==> src/rtl/modem_evt_pkg.sv <==
package modem_evt_pkg;

    localparam int LINE_COUNT  = 4;
    localparam int EDGE_COUNT  = 2;
    localparam int SYNC_DEPTH  = 2;

    localparam int IDX_CTS = 0;
    localparam int IDX_DCD = 1;
    localparam int IDX_DSR = 2;
    localparam int IDX_RI  = 3;

    typedef struct packed {
        logic rise;
        logic fall;
    } edge_t;

    function automatic edge_t edge_of(input logic now_lvl, input logic old_lvl);
        edge_t e;
        e.rise = now_lvl & ~old_lvl;
        e.fall = ~now_lvl & old_lvl;
        return e;
    endfunction

    function automatic logic edge_counts(input edge_t e, input logic en, input logic both);
        return en & (e.rise | (both & e.fall));
    endfunction

endpackage

==> src/rtl/modem_sync.sv <==
module modem_sync #(
    parameter int WIDTH  = 4,
    parameter int STAGES = 2
) (
    input  logic             clk,
    input  logic             rst,
    input  logic [WIDTH-1:0] raw_i,
    output logic [WIDTH-1:0] sync_o
);
    logic [WIDTH-1:0] stage_q [STAGES];

    always_ff @(posedge clk) begin
        if (rst) stage_q[0] <= '0;
        else     stage_q[0] <= raw_i;
    end

    for (genvar s = 1; s < STAGES; s++) begin : g_stage
        always_ff @(posedge clk) begin
            if (rst) stage_q[s] <= '0;
            else     stage_q[s] <= stage_q[s-1];
        end
    end

    assign sync_o = stage_q[STAGES-1];
endmodule

==> src/rtl/modem_edge_cell.sv <==
module modem_edge_cell
    import modem_evt_pkg::*;
(
    input  logic clk,
    input  logic rst,
    input  logic lvl_i,
    input  logic en_i,
    input  logic both_i,
    input  logic clr_i,
    output logic stat_o
);
    logic  prev_q;
    logic  stat_q;
    edge_t seen;
    logic  hit;

    always_comb begin
        seen = edge_of(lvl_i, prev_q);
        hit  = edge_counts(seen, en_i, both_i);
    end

    always_ff @(posedge clk) begin
        if (rst) begin
            prev_q <= 1'b0;
            stat_q <= 1'b0;
        end else begin
            prev_q <= lvl_i;
            stat_q <= (stat_q & ~clr_i) | hit;
        end
    end

    assign stat_o = stat_q;


    rd_clear_chk: assert property (@(posedge clk) disable iff (rst)
        clr_i && !hit |=> !stat_o);


    keep_new_evt_chk: assert property (@(posedge clk) disable iff (rst)
        hit |=> stat_o);


    sticky_evt_chk: assert property (@(posedge clk) disable iff (rst)
        stat_o && !clr_i |=> stat_o);


    disabled_quiet_chk: assert property (@(posedge clk) disable iff (rst)
        !en_i && !stat_o |=> !stat_o);


    no_fall_chk: assert property (@(posedge clk) disable iff (rst)
        !both_i && !stat_o && !lvl_i |=> !stat_o);
endmodule

==> src/rtl/modem_evt_top.sv <==
module modem_evt_top
    import modem_evt_pkg::*;
#(
    parameter int LINES      = LINE_COUNT,
    parameter int EDGE_LINES = EDGE_COUNT,
    parameter int STAGES     = SYNC_DEPTH
) (
    input  logic                  clk,
    input  logic                  rst,
    input  logic [LINES-1:0]      line_raw,
    input  logic [EDGE_LINES-1:0] edge_en,
    input  logic [EDGE_LINES-1:0] any_edge,
    input  logic                  rd_stb,
    output logic [LINES-1:0]      rd_level,
    output logic [EDGE_LINES-1:0] rd_event,
    output logic                  ext_irq
);
    logic [LINES-1:0]      lvl_sync;
    logic [EDGE_LINES-1:0] evt;

    modem_sync #(.WIDTH(LINES), .STAGES(STAGES)) sync_i (
        .clk    (clk),
        .rst    (rst),
        .raw_i  (line_raw),
        .sync_o (lvl_sync)
    );

    for (genvar i = 0; i < EDGE_LINES; i++) begin : g_cell
        modem_edge_cell cell_i (
            .clk    (clk),
            .rst    (rst),
            .lvl_i  (lvl_sync[i]),
            .en_i   (edge_en[i]),
            .both_i (any_edge[i]),
            .clr_i  (rd_stb),
            .stat_o (evt[i])
        );
    end

    assign rd_level = lvl_sync;
    assign rd_event = evt;
    assign ext_irq  = |evt;


    reset_zero_chk: assert property (@(posedge clk)
        rst |=> (rd_level == '0) && (rd_event == '0) && !ext_irq);
endmodule

==> config.mk <==
export PLATFORM = sky130hd
export DESIGN_NAME = modem_evt_top
export DESIGN_NICKNAME = d
export VERILOG_FILES = /design/src/rtl/modem_evt_pkg.sv /design/src/rtl/modem_sync.sv /design/src/rtl/modem_edge_cell.sv /design/src/rtl/modem_evt_top.sv
export SDC_FILE = /design/constraint.sdc
export NUM_CORES = 1
export LEC_CHECK = 0
export ABC_AREA = 1
export BUFFER_PORTS_ARGS = -buffer_cell sky130_fd_sc_hd__buf_2
export CORE_AREA = 2 2 39 41
export DETAILED_ROUTE_END_ITERATION = 16
export DIE_AREA = 0 0 41 43
export SLEW_MARGIN = 0
export SYNTH_ARGS = -nofsm -noshare
export SYNTH_HDL_FRONTEND = slang
export SYNTH_SLANG_ARGS = --single-unit
export TNS_END_PERCENT = 30
==> constraint.sdc <==
create_clock -name clk -period 1.87 [get_ports clk]
set_input_delay 0.561 -clock clk [delete_from_list [all_inputs] [get_ports clk]]
set_output_delay 0.561 -clock clk [all_outputs]
set_load 0.1 [all_outputs]
==> flow_summary.toml, run 1 <==
[place]
place_ws_ps = 437
place_area_um2 = 499
io_buffer_count = 17
dp_hpwl_um = 445
gp_congestion = 0.541

[final_layout]
final_design_area_no_fill_um2 = 536
multiInputGateArea_um2 = 105
nFillCells = 152
syn2layout_area_growth_pct = 24.1
fin_util_pct = 38.7
regArea_um2 = 240
diodes = 0
drive_above_1_share_pct = 36.2
nets = 81

[timing]
period_share_pct = 92.0
maxSlewViolCount = 0
fin_tns_setup_ps = 0
hold_viol = 0
slew_headroom_pct = 68.0
layout_setup_ws_ps = 149
worstMarginPinSlew_ps = 484
rsz0062_at_grt = "no"
setup_viol = 0
clock.fmax_mhz = 581
period_needed_ps = 1720
fin_skew_ps = 1.27

[detailed_routing]
ant_nets = 0
first_iter_violations = 0
first_pass_iters = 1
viasPerCell = 3.87
drt-total-wl_um = 594
vias = 329
routedWlPerCell_um = 6.99
drc = 0

[status]
outcome = "finished clean"

[logic_synthesis]
synth.yosys.seq_area_share_pct = 55.7
netlist_instances = 53
synth_area_um2 = 432
synth_top_area_share_pct = 55.7
synth_top_area_cell = "dfxtp_1"
synth_seq_cells = 12
syn_nets = 64
syn_avg_cell_area_um2 = 8.14
synth_area_leaders = "dfxtp_1 (56%), inv_1 (11%), buf_4 (8.7%)"
synth_cell_types = 8
yosysWarnings = 0

[global_routing]
grt_overflow = 0
antenna_found_initial = 0
grtUsageTotal_pct = 7.79
grt_first_pass_wirelength_um = 807
grt_max_degree = 13
grt_pass1_vias = 224

[worst_setup_path]
crit_type = "register to primary output"
worstPathRequired_ps = 1310
setup.worst_path.end_class = "primary output"
cp-start-kind = "register"
crit_fanout = 3
cp.arrival_ps = 1160
r2r_cells = 4

[cts]
clk_latency_ps = 270
clock_path_buffers = 2
post_cts_resized = 0
clock-sinks = 12
cts_setup_buffers = 0
cts_tree = "yes"
cts_buffers = 3
clkTransAtPathRegs_ps = 70
h-tree-depth = 1
cts.hold.buffers_added = 0
cts_root_buf = "clkbuf_4"

[floorplan]
die_h_um = 43
fp-row-count = 14
die_w_um = 41
pin_count = 18
coreArea_mm2 = 0.00138
die_area_mm2 = 0.00176
start_util_pct = 31.2

[power_and_ir_drop]
leakagePower_uw = 0.000297
power_density_mw_per_mm2 = 1020
vdd_drop_max_mv = 0.392

[hold_path]
holdCritPathClass = "register to register"
hold_path_depth = 2

[flow_run]
maxCapViolCount = 0
[metal layers]
| metal | share of wire, % | global-route usage (%) | vias to the layer above |
|---|---|---|---|
| li1 | - | - | 176 |
| met1 | 41 | 7.57 | 134 |
| met2 | 45 | 9.38 | 15 |
| met3 | 11 | 4.71 | 4 |
| met4 | 2.9 | 10.0 | 0 |
| met5 | 0 | 0 | - |
[cells in the final DEF (no fill, tap or decap)]
master and n:
or2_2 1, nor2_1 10, clkbuf_4 3, a21oi_1 1
dfxtp_1 12, inv_1 13, buf_2 17, clkbuf_8 1
a21oi_2 3, nand2_1 8
[power breakdown]
part	internal [µW]	switching (µW)	total, µW
Clock	118	81.9	200
Sequential	266	3.93	270
Combinational	18.3	60.1	78.4
[final timing paths]
path                      startpoint                       to  slack, ps
max          g_cell[1].cell_i.stat_o                  ext_irq        150
min             sync_i.stage_q[0][1]     sync_i.stage_q[1][1]        400
max reg2reg     sync_i.stage_q[1][1]  g_cell[1].cell_i.stat_o       1180
min reg2reg     sync_i.stage_q[0][1]     sync_i.stage_q[1][1]        400
[registers in the layout (all words and copies together) (netlist names)]
name	cells
sync_i.stage_q	8
g_cell.cell_i.prev_q	2
g_cell.cell_i.stat_o	2
[critical path: stages, from the launching register on]
cell	delay (ps)
dfxtp_1	310
or2_2	290
buf_2	290
[stage by stage]
stage | hold slack [ps] | total power [µW] | std cells
floorplan | 388 | 342 | 53
global placement | 390 | 354 | 81
detailed placement | 393 | 355 | 81
CTS | 404 | 564 | 85
global route | 422 | 582 | 85
finish | 401 | 548 | 85
[Yosys cell counts]
cell      n
inv_1    13
dfxtp_1  12
nor2_1   10
nand2_1   8
buf_4     5
a21oi_2   3
a21oi_1   1
or2_2     1
[cell type report]
type / count / share of cell area (%)
clock buffer: 4 / 6.78
sequential: 12 / 44.9
multi-input combinational: 23 / 19.6
timing repair buffer: 17 / 15.9
inverter: 13 / 9.11
tap: 16 / 3.74
[cell families (layout without fill, tap and decap cells)]
kind of cell / Yosys count / count (layout) / share of synthesized area [%]
and+or+nand+nor: 19 / 19 / 17.1
buffers and inverters: 18 / 34 / 20.0
DFF: 12 / 12 / 55.7
AOI/OAI and AO/OA: 4 / 4 / 7.25
Note: power is estimated with default switching activity, not from simulation.
==> run 2: changes to the inputs <==
==> constraint.sdc (replaced) <==
create_clock -name clk -period 1.58 [get_ports clk]
set_input_delay 0.474 -clock clk [delete_from_list [all_inputs] [get_ports clk]]
set_output_delay 0.474 -clock clk [all_outputs]
set_load 0.1 [all_outputs]
==> run 2 against run 1 <==
Effect of this change: flip-flop and latch count unchanged; combinational power is 24% higher; largest cell class unchanged; hold slack is essentially flat.
==> flow_summary.toml, run 2 (synthesis results as in run 1) <==
[status]
outcome = "finished clean"

[detailed_routing]
ant_nets = 0
drt-total-wl_um = 594
drc = 0
vias = 329
first_iter_violations = 0
routedWlPerCell_um = 6.99
first_pass_iters = 1
viasPerCell = 3.87

[final_layout]
multiInputGateArea_um2 = 105
final_design_area_no_fill_um2 = 551
layout_common_cells = "buf_2 (14), inv_1 (13), dfxtp_1 (12)"
nFillCells = 147
diodes = 0
drive_above_1_share_pct = 36.2
regArea_um2 = 240
nets = 81
largest_reg_flops = 8
top_register = "sync_i.stage_q"
fin_util_pct = 39.8
layout_commonest_cell = "buf_2"
syn2layout_area_growth_pct = 27.5

[cts]
clock_path_buffers = 2
cts_buffers = 3
cts_root_buf = "clkbuf_4"
clock-sinks = 12
cts.hold.buffers_added = 0
clk_latency_ps = 270
cts_tree = "yes"
h-tree-depth = 1
clkTransAtPathRegs_ps = 70
cts_setup_buffers = 0

[hold_path]
holdCritPathClass = "primary input to register"

[flow_run]
maxCapViolCount = 0

[timing]
setup_viol = 0
fin_skew_ps = 1.91
hold_viol = 0
slew_headroom_pct = 67.9
maxSlewViolCount = 0
rsz0062_at_grt = "yes"
hold_ws_ps = 401
fin_tns_setup_ps = 0
period_share_pct = 97.7
layout_setup_ws_ps = 35.6
period_needed_ps = 1540
clock.fmax_mhz = 647
worstMarginPinSlew_ps = 485

[worst_setup_path]
crit_type = "register to primary output"
worstPathRequired_ps = 1110
crit_fanout = 3
cp.arrival_ps = 1070
cp-start-kind = "register"
setup.worst_path.end_class = "primary output"

[global_routing]
grt_overflow = 0
grtUsageTotal_pct = 7.79
grt_first_pass_wirelength_um = 807
antenna_found_initial = 0
grt_pass1_vias = 224
grt_max_degree = 13

[place]
place_ws_ps = 234
gp_congestion = 0.541
dp_hpwl_um = 445
place_area_um2 = 499
io_buffer_count = 17

[floorplan]
coreArea_mm2 = 0.00138
start_util_pct = 31.2
pin_count = 18
die_w_um = 41
die_area_mm2 = 0.00176
die_h_um = 43
fp-row-count = 14

[power_and_ir_drop]
power_density_mw_per_mm2 = 1190
vdd_drop_max_mv = 0.465
leakagePower_uw = 0.000298
## run 2: cell count changes in the layout (fill, tap and decap cells not counted), sizes merged
cell	previous run	this run
clkbuf	4	6
buf	17	15
## run 2: cell type report
| cell class | instances | share of cell area (%) |
|---|---|---|
| multi-input combinational | 23 | 19.1 |
| tap | 16 | 3.64 |
| sequential | 12 | 43.6 |
| inverter | 13 | 8.86 |
| clock buffer | 4 | 6.59 |
| timing repair buffer | 17 | 18.2 |
## run 2: final timing paths
path	start	to	slack [ps]	cells after the start
max	g_cell[1].cell_i.stat_o	ext_irq	40	2
min	line_raw[2]	sync_i.stage_q[0][2]	400	3
max reg2reg	sync_i.stage_q[1][1]	g_cell[1].cell_i.stat_o	880	4
min reg2reg	sync_i.stage_q[0][1]	sync_i.stage_q[1][1]	400	2
## run 2: routing by layer
metal  wire [µm]  share of wire (%)  track usage, %  up-vias
li1            -                  -               -      176
met1         245                 41            7.57      134
met2         274                 46            9.38       15
met3          56                9.4            4.71        4
met4          17                2.9            10.0        0
met5           0                  0               0        -
## run 2: power by group
group	internal (µW)	switching [µW]	leakage (µW)	total, µW
sequential	315	4.70	0.0000987	319
combinational	25.6	71.7	0.000178	97.3
clock	140	97.6	0.0000210	238
total	480	174	0.000298	654
## run 2: repair_timing
| action | in CTS | in global routing |
|---|---|---|
| gates cloned | 0 | 0 |
| endpoints found under the hold margin | 0 | 0 |
| gates resized for setup | 2 | 3 |
| setup endpoints to repair | 1 | 3 |
## run 2: critical path: stages (launching register included)
cell and delay (ps):
dfxtp_1 310, or2_2 310, buf_8 180
## run 2: per-stage QoR
| stage | power (µW) | cells |
|---|---|---|
| 6_report | 654 | 85 |
| 4_1_cts | 669 | 85 |
| 2_1_floorplan | 405 | 53 |
| 3_5_place_dp | 421 | 81 |
| 3_3_place_gp | 419 | 81 |
| 5_1_grt | 693 | 85 |
==> run 3: changes to the inputs <==
--- a/config.mk
+++ b/config.mk
@@ -10,6 +10,7 @@
 export CORE_AREA = 2 2 39 41
 export DETAILED_ROUTE_END_ITERATION = 16
 export DIE_AREA = 0 0 41 43
+export SETUP_SLACK_MARGIN = 0.05
 export SLEW_MARGIN = 0
 export SYNTH_ARGS = -nofsm -noshare
 export SYNTH_HDL_FRONTEND = slang
==> run 3 against run 2 <==
Effect of this change: non-clock buffer count unchanged; maximum frequency increased by 4.3%; die area did not move; first-iteration DRC count unchanged; hold slack barely moved; count of clock-buffer cells in the layout unchanged; routed wire length rose by 0.67%; setup slack improved by 64 ps; sequential power about the same; cell area up 2.3%; largest cell class unchanged.
==> flow_summary.toml, run 3 (synthesis results as in run 1) <==
[status]
outcome = "finished clean"

[global_routing]
grtUsageTotal_pct = 7.99
grt_max_degree = 13
antenna_found_initial = 0
grt_first_pass_wirelength_um = 828
grt_pass1_vias = 230
grt_overflow = 0

[place]
place_ws_ps = 234
dp_hpwl_um = 445
io_buffer_count = 17
gp_congestion = 0.541
dp_cells = 81

[power_and_ir_drop]
internal_power_uw = 484
p_clk_share_pct = 36.1
p_switching_uw = 174
power_density_mw_per_mm2 = 1170
seq_power_share_pct = 48.6
swShare_pct = 26.5
vdd_drop_max_mv = 0.485
leakagePower_uw = 0.000297
pwr-share-comb_pct = 15.3

[timing]
slew_headroom_pct = 68.0
setup_viol = 0
hold_ws_ps = 401
rsz0062_at_grt = "no"
period_needed_ps = 1480
fin_skew_ps = 1.44
hold_viol = 0
period_share_pct = 93.7
maxSlewViolCount = 0
worstMarginPinSlew_ps = 484
fin_tns_setup_ps = 0
clock.fmax_mhz = 676
layout_setup_ws_ps = 99.8

[detailed_routing]
drt-total-wl_um = 598
ant_nets = 0
vias = 332
drc = 0
viasPerCell = 3.91
routedWlPerCell_um = 7.04
first_iter_violations = 0
first_pass_iters = 1

[flow_run]
maxCapViolCount = 0

[floorplan]
start_util_pct = 31.2
die_area_mm2 = 0.00176
coreArea_mm2 = 0.00138
die_h_um = 43
die_w_um = 41
pin_count = 18
fp-row-count = 14

[cts]
cts_tree = "yes"
clk_latency_ps = 270
clkTransAtPathRegs_ps = 70
cts.hold.buffers_added = 0
cts_root_buf = "clkbuf_4"
cts_buffers = 3
clock-sinks = 12
clock_path_buffers = 2
cts_setup_buffers = 0
h-tree-depth = 1

[final_layout]
diodes = 0
nets = 81
largest_reg_flops = 8
layout_commonest_cell = "inv_1"
drive_above_1_share_pct = 36.2
layout_common_cells = "inv_1 (13), dfxtp_1 (12), buf_2 (12)"
syn2layout_area_growth_pct = 30.4
fin_cells = 85
top_register = "sync_i.stage_q"

[worst_setup_path]
rr_startpoint = "sync_i.stage_q[1][1]"
cp_cell_sequence = "or2_4, buf_12"
cp.arrival_ps = 1010
cp_slowest_stage_delay_ps = 320
cp_slowest_cell = "dfxtp_1"
worstPathRequired_ps = 1110
crit_type = "register to primary output"
r2r_cells = 4
cp-start-kind = "register"
reg2reg_slack_ps = 880
rr_endpoint = "g_cell[1].cell_i.stat_o"
crit_fanout = 3
endpoint = "ext_irq"
setup.worst_path.end_class = "primary output"
cp-startpoint = "g_cell[1].cell_i.stat_o"

[hold_path]
holdCritPathClass = "register to register"
## run 3: changes by cell type in the layout (fill, tap and decap cells not counted)
cell,previous run,this run
buf_12,0,1
buf_2,14,12
buf_8,1,0
clkbuf_4,5,7
or2_2,1,0
or2_4,0,1
## run 3: timing repair
item / 4_1_cts / 5_1_grt
resized for setup: 5 / 4
endpoints found under the setup margin: 4 / 4
gates cloned: 0 / 0
## run 3: power by group through the flow
stage / Clock (µW) / Sequential [µW] / Combinational, µW
global route: 268 / 321 / 108
finish: 237 / 320 / 101
floorplan: 0 / 341 / 63.7
global placement: 0 / 326 / 92.8
detailed placement: 0 / 327 / 93.9
CTS: 254 / 320 / 100
## run 3: worst max-delay path: cells and delay by family, from the launching register on
family | cells | cell delay (ps)
DFF | 1 | 320
and+or+nand+nor | 1 | 250
buffers and inverters | 1 | 160
## run 3: layer usage
layer	track usage [%]	vias to the layer above	wire, µm
met5	0	-	0
met1	7.57	137	240
li1	-	176	-
met4	10.0	0	17
met3	4.71	4	56
met2	10.0	15	283
## run 3: layout make-up
| class | instances | area, µm² |
|---|---|---|
| sequential | 12 | 240 |
| tap | 16 | 20.0 |
| fill | 148 | 821 |
| clock buffer | 4 | 36.3 |
| timing repair buffer | 17 | 110 |
| multi-input combinational | 23 | 108 |
| inverter | 13 | 48.8 |
## run 3: worst min path at each step
stage,cells past startpoint,endpoint,startpoint,slack [ps]
after floorplan,2,sync_i.stage_q[1][0],sync_i.stage_q[0][0],390
after global placement,2,sync_i.stage_q[1][0],sync_i.stage_q[0][0],390
after detailed placement,2,sync_i.stage_q[1][1],sync_i.stage_q[0][1],390
after CTS,3,sync_i.stage_q[0][3],line_raw[3],390
after global routing,3,sync_i.stage_q[0][0],line_raw[0],390
final,2,sync_i.stage_q[1][1],sync_i.stage_q[0][1],400
## run 3: metrics by stage
stage	area, µm²	total power [µW]	util [%]
floorplan	432	405	-
global placement	499	419	36.1
detailed placement	499	421	36.1
CTS	553	674	40.0
global route	563	697	40.7
finish	563	658	40.7
